==> src/rtl/ctp_pkg.sv <==
package ctp_pkg;

  typedef enum logic [1:0] {
    TRIM_NONE = 2'd0,
    TRIM_ADD  = 2'd1,
    TRIM_SUB  = 2'd2
  } trim_e;

  localparam int unsigned BASE_DIV = 4;
  localparam int unsigned HIGH_LEN = 2;

  // length in input cycles of one output period given the correction
  function automatic logic [2:0] period_len(input trim_e t);
    case (t)
      TRIM_ADD: period_len = 3'(BASE_DIV + 1);
      TRIM_SUB: period_len = 3'(BASE_DIV - 1);
      default:  period_len = 3'(BASE_DIV);
    endcase
  endfunction

endpackage

==> src/rtl/ctp_half_vote.sv <==
module ctp_half_vote #(
  parameter int unsigned EN_W = 16
) (
  input  logic            en,
  input  logic            stb,
  input  logic [EN_W-1:0] early,
  input  logic [EN_W-1:0] late,
  output logic            step_up,
  output logic            step_dn
);

  // +1 late wins, -1 early wins, 0 tie
  function automatic logic [1:0] vote(input logic [EN_W-1:0] e,
                                      input logic [EN_W-1:0] l);
    if (l > e)      vote = 2'b01;
    else if (e > l) vote = 2'b10;
    else            vote = 2'b00;
  endfunction

  logic [1:0] v;

  always_comb begin
    v       = vote(early, late);
    step_up = en && stb && v[0];
    step_dn = en && stb && v[1];
  end

endmodule

==> src/rtl/ctp_rate_cnt.sv <==
module ctp_rate_cnt #(
  parameter int unsigned CNT_W = 6
) (
  input  logic clk,
  input  logic rst_n,
  input  logic en,
  input  logic step_up,
  input  logic step_dn,
  output logic req_add,
  output logic req_sub
);

  localparam logic [CNT_W-1:0] MID = CNT_W'(1) << (CNT_W - 1);
  localparam logic [CNT_W-1:0] TOP = '1;

  function automatic logic hits_top(input logic [CNT_W-1:0] c, input logic up);
    hits_top = up && (c == TOP);
  endfunction

  function automatic logic hits_zero(input logic [CNT_W-1:0] c, input logic dn);
    hits_zero = dn && (c == CNT_W'(1));
  endfunction

  logic [CNT_W-1:0] cnt;
  logic             reload;

  always_comb begin
    req_add = hits_top(cnt, step_up);
    req_sub = hits_zero(cnt, step_dn);
    reload  = req_add || req_sub;
  end

  always_ff @(posedge clk) begin
    if (!rst_n)       cnt <= MID;
    else if (!en)     cnt <= MID;
    else if (reload)  cnt <= MID;
    else if (step_up) cnt <= cnt + CNT_W'(1);
    else if (step_dn) cnt <= cnt - CNT_W'(1);
  end

  AST_CNT_NEVER_ZERO: assert property (@(posedge clk) disable iff (!rst_n)
    cnt != '0);
  AST_RELOAD_MID: assert property (@(posedge clk) disable iff (!rst_n)
    (req_add || req_sub) |=> (cnt == MID));
  AST_HOLD_NO_STEP: assert property (@(posedge clk) disable iff (!rst_n)
    (en && !step_up && !step_dn) |=> $stable(cnt));
  AST_UNLOCK_MID: assert property (@(posedge clk) disable iff (!rst_n)
    !en |=> (cnt == MID));
  AST_REQ_EXCL: assert property (@(posedge clk) disable iff (!rst_n)
    !(req_add && req_sub));

endmodule

==> src/rtl/ctp_phase_div.sv <==
module ctp_phase_div
  import ctp_pkg::*;
(
  input  logic clk,
  input  logic rst_n,
  input  logic en,
  input  logic req_add,
  input  logic req_sub,
  output logic slow_clk
);

  logic [2:0] ph;
  logic [2:0] ph_nxt;
  logic [2:0] len;
  logic       wrap;
  trim_e      pend;
  trim_e      req_now;
  logic       trim_taken;
  logic       clk_q;

  always_comb begin
    wrap       = (ph == len - 3'd1);
    ph_nxt     = wrap ? 3'd0 : ph + 3'd1;
    req_now    = req_add ? TRIM_ADD : (req_sub ? TRIM_SUB : TRIM_NONE);
    trim_taken = wrap && (pend != TRIM_NONE);
  end

  always_ff @(posedge clk) begin
    if (!rst_n) begin
      ph    <= 3'd0;
      len   <= 3'(BASE_DIV);
      pend  <= TRIM_NONE;
      clk_q <= 1'b1;
    end else begin
      ph    <= ph_nxt;
      clk_q <= (ph_nxt < 3'(HIGH_LEN));
      if (wrap) begin
        len  <= period_len(pend);
        pend <= en ? req_now : TRIM_NONE;
      end else if (!en) begin
        pend <= TRIM_NONE;
      end else if (pend == TRIM_NONE) begin
        pend <= req_now;
      end
    end
  end

  assign slow_clk = clk_q;

  AST_LEN_RANGE: assert property (@(posedge clk) disable iff (!rst_n)
    (len >= 3'd3) && (len <= 3'd5));
  AST_TRIM_APPLIED: assert property (@(posedge clk) disable iff (!rst_n)
    trim_taken |=> (len != 3'(BASE_DIV)));
  AST_HIGH_TWO: assert property (@(posedge clk) disable iff (!rst_n)
    $rose(clk_q) |=> clk_q);
  AST_PEND_DROP: assert property (@(posedge clk) disable iff (!rst_n)
    !en |=> (pend == TRIM_NONE));
  AST_PLAIN_LEN: assert property (@(posedge clk) disable iff (!rst_n)
    (wrap && pend == TRIM_NONE) |=> (len == 3'(BASE_DIV)));

endmodule

==> src/rtl/clk_phase_trimmer.sv <==
module clk_phase_trimmer #(
  parameter int unsigned EN_W  = 16,
  parameter int unsigned CNT_W = 6
) (
  input  logic            clk,
  input  logic            rst_n,
  input  logic            lock_i,
  input  logic            cmp_stb_i,
  input  logic [EN_W-1:0] early_nrg_i,
  input  logic [EN_W-1:0] late_nrg_i,
  output logic            slow_clk_o
);

  logic step_up;
  logic step_dn;
  logic req_add;
  logic req_sub;

  ctp_half_vote #(.EN_W(EN_W)) u_vote (
    .en      (lock_i),
    .stb     (cmp_stb_i),
    .early   (early_nrg_i),
    .late    (late_nrg_i),
    .step_up (step_up),
    .step_dn (step_dn)
  );

  ctp_rate_cnt #(.CNT_W(CNT_W)) u_cnt (
    .clk     (clk),
    .rst_n   (rst_n),
    .en      (lock_i),
    .step_up (step_up),
    .step_dn (step_dn),
    .req_add (req_add),
    .req_sub (req_sub)
  );

  ctp_phase_div u_div (
    .clk      (clk),
    .rst_n    (rst_n),
    .en       (lock_i),
    .req_add  (req_add),
    .req_sub  (req_sub),
    .slow_clk (slow_clk_o)
  );

  AST_NO_STEP_UNLOCKED: assert property (@(posedge clk) disable iff (!rst_n)
    !lock_i |-> !(step_up || step_dn));
  AST_TIE_NO_STEP: assert property (@(posedge clk) disable iff (!rst_n)
    (early_nrg_i == late_nrg_i) |-> !(step_up || step_dn));

endmodule

==> config.mk <==
export PLATFORM = sky130hd
export DESIGN_NAME = clk_phase_trimmer
export DESIGN_NICKNAME = d
export VERILOG_FILES = /design/src/rtl/ctp_pkg.sv /design/src/rtl/ctp_half_vote.sv /design/src/rtl/ctp_rate_cnt.sv /design/src/rtl/ctp_phase_div.sv /design/src/rtl/clk_phase_trimmer.sv
export SDC_FILE = /design/constraint.sdc
export NUM_CORES = 1
export LEC_CHECK = 0
export ABC_AREA = 1
export BUFFER_PORTS_ARGS = -buffer_cell sky130_fd_sc_hd__clkbuf_2
export CORE_MARGIN = 10
export CORE_UTILIZATION = 45
export CTS_CLUSTER_SIZE = 8
export DETAILED_ROUTE_END_ITERATION = 10
export PLACE_DENSITY = 0.72
export SLEW_MARGIN = 20
export SYNTH_ARGS = -nofsm -noshare
export SYNTH_HDL_FRONTEND = slang
export SYNTH_SLANG_ARGS = --single-unit
export TNS_END_PERCENT = 100
==> constraint.sdc <==
create_clock -name clk -period 1.5 [get_ports clk]
set_input_delay 0.3 -clock clk [delete_from_list [all_inputs] [get_ports clk]]
set_output_delay 0.3 -clock clk [all_outputs]
set_load 0.01 [all_outputs]
==> results of run 1 <==
-- critical path: cells and delay by family (launching register included) --
family | cells | cell delay, ps
XOR/XNOR | 2 | 360
flip-flops | 1 | 340
buffers and inverters | 2 | 170
AND/OR/NAND/NOR | 2 | 280
adder cells (fa/ha/maj) | 1 | 150
AO/OA/AOI/OAI | 1 | 40
-- through the flow --
step | total power [mW] | hold slack, ps | std cells
after CTS | 1.42 | 289 | 284
after detailed placement | 1.14 | 456 | 279
after global placement | 1.13 | 454 | 279
after global routing | 1.65 | 310 | 287
after floorplan | 0.953 | 433 | 193
final | 1.52 | 297 | 287
-- path summary, 6_finish.rpt --
check | start | end | cells after the start
worst max register to register | u_div.len[0] | u_div.pend[0] | 8
worst min register to register | u_div.len[0] | u_div.len[0] | 2
worst min-delay path | rst_n | u_div.len[1] | 3
worst max-delay path | u_div.len[0] | u_div.pend[0] | 8
-- power by group through the flow --
| stage | Sequential, mW | Combinational (mW) | Clock (mW) |
|---|---|---|---|
| final | 0.518 | 0.771 | 0.229 |
| after detailed placement | 0.521 | 0.619 | 0 |
| after global routing | 0.528 | 0.864 | 0.255 |
| after floorplan | 0.514 | 0.439 | 0 |
| after CTS | 0.515 | 0.661 | 0.240 |
| after global placement | 0.519 | 0.608 | 0 |
-- per-layer routing --
layer	up-vias	track usage (%)	share of wire, %
li1	726	-	-
met1	611	10.8	41
met2	35	19.0	50
met3	6	3.18	7.3
met4	0	3.90	1.8
met5	-	0	0
-- repair_timing --
item / CTS / global route
hold buffers: 0 / 0
pin swaps: 3 / 39
resized for setup: 4 / 56
setup buffers: 1 / 3
endpoints found under the setup margin: 5 / 10
-- cell type report --
| cell class | instances | area share (%) |
|---|---|---|
| Clock buffer | 3 | 1.05 |
| Clock inverter | 1 | 0.234 |
| Inverter | 34 | 6.60 |
| Multi-Input combinational cell | 143 | 60.6 |
| Sequential cell | 15 | 14.4 |
| Tap cell | 44 | 2.57 |
| Timing Repair Buffer | 47 | 14.5 |
-- sequential cells by signal, indices dropped and copies added (netlist names) --
name            flops
u_div.ph            3
u_cnt.cnt           6
u_div.pend          2
u_div.slow_clk      1
u_div.len           3
-- cell families (layout without fill, tap and decap cells) --
family	count (synthesis)	in the layout	share of synthesized area, %
xor gates and xnor gates	13	13	7.99
adders and majority gates	24	24	21.1
and+or+nand+nor	81	81	29.6
DFF	15	15	21.1
buffers and inverters	35	85	9.57
AOI/OAI and AO/OA	25	25	10.7
-- cell usage in the layout, fill, tap and decap left out, types with 3 or more instances in the layout --
cell type and count:
a21oi_1 3, a21oi_2 12, buf_4 9, buf_6 7, clkbuf_2 30, clkbuf_4 3
dfxtp_1 10, dfxtp_2 4, ha_1 8, ha_4 15, inv_1 17, inv_2 13
nand2_1 35, nand2_2 6, nand2_4 6, nand4_1 7, nor2_1 11, nor2_4 3
o21ai_0 3, o21ai_1 3, xor2_1 10
==> flow_summary.yaml, run 1 <==
logic_synthesis:
  yosys_warnings: 0
  netlist_instances: 193
  ys_ff_latch: 15
  synth_edf_count: 0
  yosysMostFrequentCell: "nand2_1"
  synth_top_area_share_pct: 21.1
  yosys.area.top_type: "dfxtp_1"
  syn_nets: 253
  syn_avg_cell_area_um2: 7.38
  synthTopCellsByCount: "nand2_1, inv_1, ha_1"
  synth_area_um2: 1430
  seq_area_frac_synth_pct: 21.1
  synthFlopType: "dfxtp_1"
  synth_cell_types: 32
  ys_top_cells_by_area: "dfxtp_1, ha_1, nand2_1"
  synthArstFlopShare_pct: 0
sta:
  worst_clock_skew_ps: 1.42
  fin_tns_setup_ps: 0
  hold_viol_final: 0
  fin_ws_ps: 43.0
  rsz0062_at_grt: "true"
  max_freq_ghz: 0.686
  max-slew-margin-rel_pct: 75.2
  worst_pin_slew_ps: 369
  period_needed_ps: 1460
  setup_viol: 0
  maxSlewViolCount: 0
  period_share_pct: 97.1
critical_path:
  path_cells: "inv_2, ha_4, xnor2_2, xor2_1, nand2_2, nand3b_1, buf_6, a21oi_2"
  reg2reg_slack_ps: 40
  critPathArrivalTime_ps: 1630
  cp_max_fo: 6
  crit_type: "reg -> reg"
  start_kind: "register"
  required_ps: 1680
  critPathCaptureType: "register"
  critPathMaxStageDelay_ps: 340
  cpMaxStageDelayCell: "dfxtp_2"
final_layout:
  regArea_um2: 309
  area_delta_synth_final_pct: 50.3
  diodes: 0
  multi_input_area_um2: 1300
  final_nets: 304
  final_util_pct: 70.2
  final_area_um2: 2140
  drive_gt1_share_pct: 51.9
  fillers: 262
clock_network:
  clockBufferDepth: 2
  h-tree-depth: 1
  cts_tree: "done"
  numCtsBuffers: 3
  cts_sinks: 15
  clk-insertion-delay-late_ps: 280
  cts_root_buffer: "clkbuf_4"
  path_clk_slew_ps: 90
die:
  io_pins: 37
  die_w_um: 76.3
  start_util_pct: 46.7
  dieArea_um2: 5820
  fp-row-count: 20
  die_height_um: 76.3
  core_area_um2: 3050
worst_hold_path:
  hp-class: "in -> reg"
placed_design:
  place_area_um2: 1830
  gp_congestion: 0.872
  dp_worst_setup_slack_ps: -291
  port_buffers: 36
  dp_hpwl_um: 2620
routing:
  ant_nets: 0
  wl_um: 3300
  dr_total_vias: 1378
  drt_iter0_markers: 60
  first_pass_iters: 4
  via_per_inst: 4.80
  avgRoutedWirePerCell_um: 11.5
  drc_errors: 0
pwr:
  seqPwrFrac_pct: 34.1
  ir_drop_uv: 305
  clkPwrFrac_pct: 15.1
  p_switching_uw: 556
  p_int_uw: 963
  p_leak_nw: 1.01
  power_frac_comb_pct: 50.8
  p_sw_share_pct: 36.6
  power_density_nw_per_um2: 709
grt:
  grtUsageTotal_pct: 10.4
  grt_antenna_before_repair: 0
  grt_pass1_wl_um: 5300
  grt_overflow: 0
  grt_pass1_vias: 1364
  grt_max_degree: 10
run:
  maxCapViolations: 0
status:
  status: "complete, no violations"
Note: power is estimated with default switching activity, not from simulation.
==> run 2, diff against run 1 <==
--- a/config.mk
+++ b/config.mk
@@ -8,10 +8,10 @@
 export ABC_AREA = 1
 export BUFFER_PORTS_ARGS = -buffer_cell sky130_fd_sc_hd__clkbuf_2
 export CORE_MARGIN = 10
-export CORE_UTILIZATION = 45
+export CORE_UTILIZATION = 48
 export CTS_CLUSTER_SIZE = 8
 export DETAILED_ROUTE_END_ITERATION = 10
-export PLACE_DENSITY = 0.72
+export PLACE_DENSITY = 0.76
 export SLEW_MARGIN = 20
 export SYNTH_ARGS = -nofsm -noshare
 export SYNTH_HDL_FRONTEND = slang
==> flow_summary.yaml, run 2 (synthesized netlist as in run 1, its figures left out) <==
status:
  status: "complete, no violations"
clock_network:
  cts_tree: "done"
  numCtsBuffers: 3
  clk-insertion-delay-late_ps: 280
  clockBufferDepth: 2
  cts_root_buffer: "clkbuf_4"
  cts_sinks: 15
  path_clk_slew_ps: 90
  h-tree-depth: 1
final_layout:
  final_cell_mix: "nand2_1, clkbuf_2, inv_1, ha_4, buf_4"
  layoutNonFillerInstCount: 277
  final_common_cell: "nand2_1"
  diodes: 0
  area_delta_synth_final_pct: 43.6
  drive_gt1_share_pct: 45.5
  final_nets: 307
  final_util_pct: 73.0
  largest_register_ffs: 6
  final_area_um2: 2050
  reg_top3: "u_cnt.cnt x6, u_div.len x3, u_div.ph x3"
  largest-register: "u_cnt.cnt"
sta:
  max-slew-margin-rel_pct: 78.2
  maxSlewViolCount: 0
  max_freq_ghz: 0.687
  period_share_pct: 97.0
  worst_pin_slew_ps: 325
  fin_ws_ps: 45.1
  rsz0062_at_grt: "true"
  whs_ps: 290
  setup_viol: 0
  hold_viol_final: 0
  fin_tns_setup_ps: 0
  worst_clock_skew_ps: 7.53
  period_needed_ps: 1450
critical_path:
  required_ps: 1680
  reg2reg_from: "u_div.len[1]"
  start_kind: "register"
  critPathArrivalTime_ps: 1640
  path_cells: "inv_2, ha_4, xnor2_2, nor2_1, nand2_2, buf_4, o21ai_0, a21oi_1"
  critPathCaptureType: "register"
  cpMaxStageDelayCell: "dfxtp_1"
  cp_max_fo: 5
  critPathMaxStageDelay_ps: 330
  reg2reg_slack_ps: 50
  worstRegToRegCells: 8
  setup.worst_path.start: "u_div.len[1]"
  crit_end: "u_div.len[0]"
  reg2reg_to: "u_div.len[0]"
  crit_type: "reg -> reg"
worst_hold_path:
  hp-class: "in -> reg"
routing:
  ant_nets: 0
  avgRoutedWirePerCell_um: 11.6
  dr_total_vias: 1367
  first_pass_iters: 4
  via_per_inst: 4.94
  drt_iter0_markers: 88
  wl_um: 3210
  drc_errors: 0
die:
  io_pins: 37
  dieArea_um2: 5550
  die_height_um: 74.5
  start_util_pct: 50.8
  core_area_um2: 2810
  fp-row-count: 19
  die_w_um: 74.5
placed_design:
  dp_hpwl_um: 2600
  gp_congestion: 0.851
  dp_worst_setup_slack_ps: -304
  place_area_um2: 1850
  port_buffers: 36
  dp_cells: 271
pwr:
  power_mw: 1.52
  p_switching_uw: 548
  clkPwrFrac_pct: 15.1
  power_frac_comb_pct: 50.6
  seqPwrFrac_pct: 34.3
  p_leak_nw: 1.00
  power_density_nw_per_um2: 741
  p_int_uw: 969
  p_sw_share_pct: 36.1
  ir_drop_uv: 541
grt:
  grtUsageTotal_pct: 11.3
  grt_antenna_before_repair: 0
  grt_max_degree: 9
  grt_overflow: 0
  grt_pass1_vias: 1314
  grt_pass1_wl_um: 5240
run:
  maxCapViolations: 0
==> run 2: cell types whose count changed in the layout (fill, tap and decap cells not counted), sizes merged <==
cell / before / now
clkinv: 2 / 1
clkbuf: 33 / 38
buf: 17 / 16
==> run 2: power groups by stage <==
stage	Clock, mW	Sequential, mW	Combinational [mW]
final	0.229	0.520	0.768
after global routing	0.257	0.528	0.859
after CTS	0.236	0.512	0.645
after detailed placement	0	0.519	0.639
after global placement	0	0.520	0.630
after floorplan	0	0.514	0.439
==> run 2: worst min-delay path by stage <==
stage,startpoint,to,slack (ps),depth (start not counted)
2_1_floorplan,u_div.len[1],u_div.len[1],430,2
3_3_place_gp,u_div.len[1],u_div.len[1],460,2
3_5_place_dp,u_div.len[1],u_div.len[1],470,2
4_1_cts,rst_n,u_div.len[0],280,3
5_1_grt,rst_n,u_div.len[0],300,3
6_report,rst_n,u_div.len[0],290,3
==> run 2: timing repair <==
item | 4_1_cts | 5_1_grt
setup endpoints to repair | 3 | 15
pin swaps | 4 | 26
hold endpoints to repair | 0 | 0
hold buffers | 0 | 0
buffers inserted | 0 | 3
resized for setup | 4 | 32
==> run 2: layout make-up <==
cell class / instances / area [µm²]
tap: 31 / 38.8
multi-input combinational: 143 / 1230
sequential: 15 / 304
clock buffer: 4 / 26.3
timing repair buffer: 50 / 302
inverter: 34 / 144
fill: 232 / 758
==> run 2: worst max-delay path: cells and delay by family, from the launching register on <==
family          cells  cell delay (ps)
compound gates      2              180
xor+xnor            1              130
fa+ha+maj           1              240
buf+inv             2              210
flops               1              330
simple gates        2              270
==> run 2: routing by layer <==
metal / vias up / GRT usage (%) / routed length (µm)
li1: 726 / - / -
met5: - / 0 / 0
met1: 604 / 13.6 / 1370
met2: 33 / 19.0 / 1610
met3: 4 / 3.99 / 209
met4: 0 / 2.31 / 23
==> run 3, diff against run 2 <==
--- a/config.mk
+++ b/config.mk
@@ -8,11 +8,11 @@
 export ABC_AREA = 1
 export BUFFER_PORTS_ARGS = -buffer_cell sky130_fd_sc_hd__clkbuf_2
 export CORE_MARGIN = 10
-export CORE_UTILIZATION = 48
+export CORE_UTILIZATION = 50
 export CTS_CLUSTER_SIZE = 8
 export DETAILED_ROUTE_END_ITERATION = 10
 export PLACE_DENSITY = 0.76
-export SLEW_MARGIN = 20
+export SLEW_MARGIN = 5
 export SYNTH_ARGS = -nofsm -noshare
 export SYNTH_HDL_FRONTEND = slang
 export SYNTH_SLANG_ARGS = --single-unit
==> constraint.sdc (replaced) <==
create_clock -name clk -period 1.7 [get_ports clk]
set_input_delay 0.34 -clock clk [delete_from_list [all_inputs] [get_ports clk]]
set_output_delay 0.34 -clock clk [all_outputs]
set_load 0.01 [all_outputs]
==> flow_summary.yaml, run 3 (synthesized netlist as in run 1, its figures left out) <==
status:
  status: "complete, no violations"
die:
  die_w_um: 73.4
  die_height_um: 73.4
  core_area_um2: 2730
  io_pins: 37
  start_util_pct: 52.1
  dieArea_um2: 5390
  fp-row-count: 19
critical_path:
  cp_max_fo: 6
  path_delay_family: "flip-flops"
  critPathCaptureType: "register"
  cpMaxStageDelayCell: "dfxtp_1"
  critPathMaxStageDelay_ps: 350
  start_kind: "register"
  path_cells: "inv_1, ha_1, xnor2_1, nor2_1, nand2_2, nand3b_1, o21ai_0, a21oi_1"
  crit_type: "reg -> reg"
  critPathArrivalTime_ps: 1730
  critPathBufInv: 1
  required_ps: 1870
sta:
  worst_clock_skew_ps: 9.57
  max_freq_ghz: 0.642
  setup_viol: 0
  maxSlewViolCount: 0
  rsz0062_at_grt: "false"
  worst_pin_slew_ps: 338
  whs_ps: 329
  max-slew-margin-rel_pct: 77.3
  hold_viol_final: 0
  period_needed_ps: 1560
  period_share_pct: 91.6
final_layout:
  area_delta_synth_final_pct: 22.7
  fillers: 253
  final_nets: 300
  layoutNonFillerInstCount: 270
  final_common_cell: "nand2_1"
  largest_register_ffs: 6
  largest-register: "u_cnt.cnt"
  drive_gt1_share_pct: 30.1
  final_cell_mix: "nand2_1, clkbuf_2, inv_1, ha_1, dfxtp_1"
  reg_top3: "u_cnt.cnt x6, u_div.len x3, u_div.ph x3"
  diodes: 0
routing:
  ant_nets: 0
  via_per_inst: 4.77
  first_pass_iters: 4
  drt_iter0_markers: 39
  wl_um: 2900
  avgRoutedWirePerCell_um: 10.7
  drc_errors: 0
  dr_total_vias: 1289
grt:
  grtUsageTotal_pct: 11.4
  grt_antenna_before_repair: 0
  grt_pass1_wl_um: 5160
  grt_pass1_vias: 1282
  grt_max_degree: 10
  grt_overflow: 0
pwr:
  p_leak_nw: 0.942
  power_density_nw_per_um2: 651
  power_mw: 1.14
  ir_drop_uv: 851
placed_design:
  gp_congestion: 0.875
  dp_cells: 265
  dp_hpwl_um: 2470
  port_buffers: 36
run:
  maxCapViolations: 0
clock_network:
  clockBufferDepth: 2
  cts_tree: "done"
  numCtsBuffers: 3
  path_clk_slew_ps: 90
  cts_sinks: 15
  h-tree-depth: 1
  cts_root_buffer: "clkbuf_4"
  clk-insertion-delay-late_ps: 280
worst_hold_path:
  hp-class: "in -> reg"
-- run 3: cell count changes in the layout (fill, tap and decap cells not counted), sizes merged --
| cell | before | now |
|---|---|---|
| buf | 16 | 7 |
| clkinv | 1 | 3 |
| clkbuf | 38 | 39 |
| inv | 33 | 32 |
-- run 3: power by group --
part / switching [mW] / internal [mW]
Sequential: 0.0420 / 0.409
Clock: 0.111 / 0.0872
Combinational: 0.256 / 0.234
Total: 0.408 / 0.730
-- run 3: routing by layer --
metal	GRT usage, %	part of all wire, %	vias up
met1	12.9	44	556
met3	3.63	5.2	2
met4	2.90	0.38	0
li1	-	-	712
met2	20.2	50	19
met5	0	0	-
-- run 3: area by class of cell --
cell class / instances / area, µm² / area share, %
inverters: 34 / 131 / 7.51
clock inverters: 1 / 5.00 / 0.286
repair buffers: 43 / 233 / 13.3
flip-flops and latches: 15 / 300 / 17.2
multi-input cells: 143 / 1020 / 58.2
well taps: 31 / 38.8 / 2.22
clock buffers: 3 / 22.5 / 1.29
-- run 3: through the flow --
stage	TNS (ps)	area [µm²]	util [%]	setup slack [ps]
after global placement	-453	1680	61.6	-86.9
after global routing	0	1750	64.0	7.56
final	0	1750	64.0	143
after CTS	0	1710	62.6	144
after floorplan	0	1430	-	78.1
after detailed placement	-578	1680	61.6	-127
-- run 3: worst min-delay path: cells and delay by family --
| kind | cells | cell delay (ps) |
|---|---|---|
| buffers and inverters | 1 | 120 |
| AO/OA/AOI/OAI | 2 | 120 |
-- run 3: worst paths after layout --
check                             startpoint       endpoint  slack, ps  cells past startpoint
worst max register to register  u_div.len[0]  u_div.pend[0]        140                      8
worst min-delay path                   rst_n   u_div.len[1]        330                      3
worst min register to register  u_div.len[1]   u_div.len[1]        470                      2
worst max-delay path            u_div.len[0]  u_div.pend[0]        140                      8
-- run 3: what timing repair did --
action | in CTS | in global routing
endpoints found under the setup margin | 0 | 1
hold buffers | 0 | 0
resized for setup | 0 | 4
setup buffers | 0 | 1
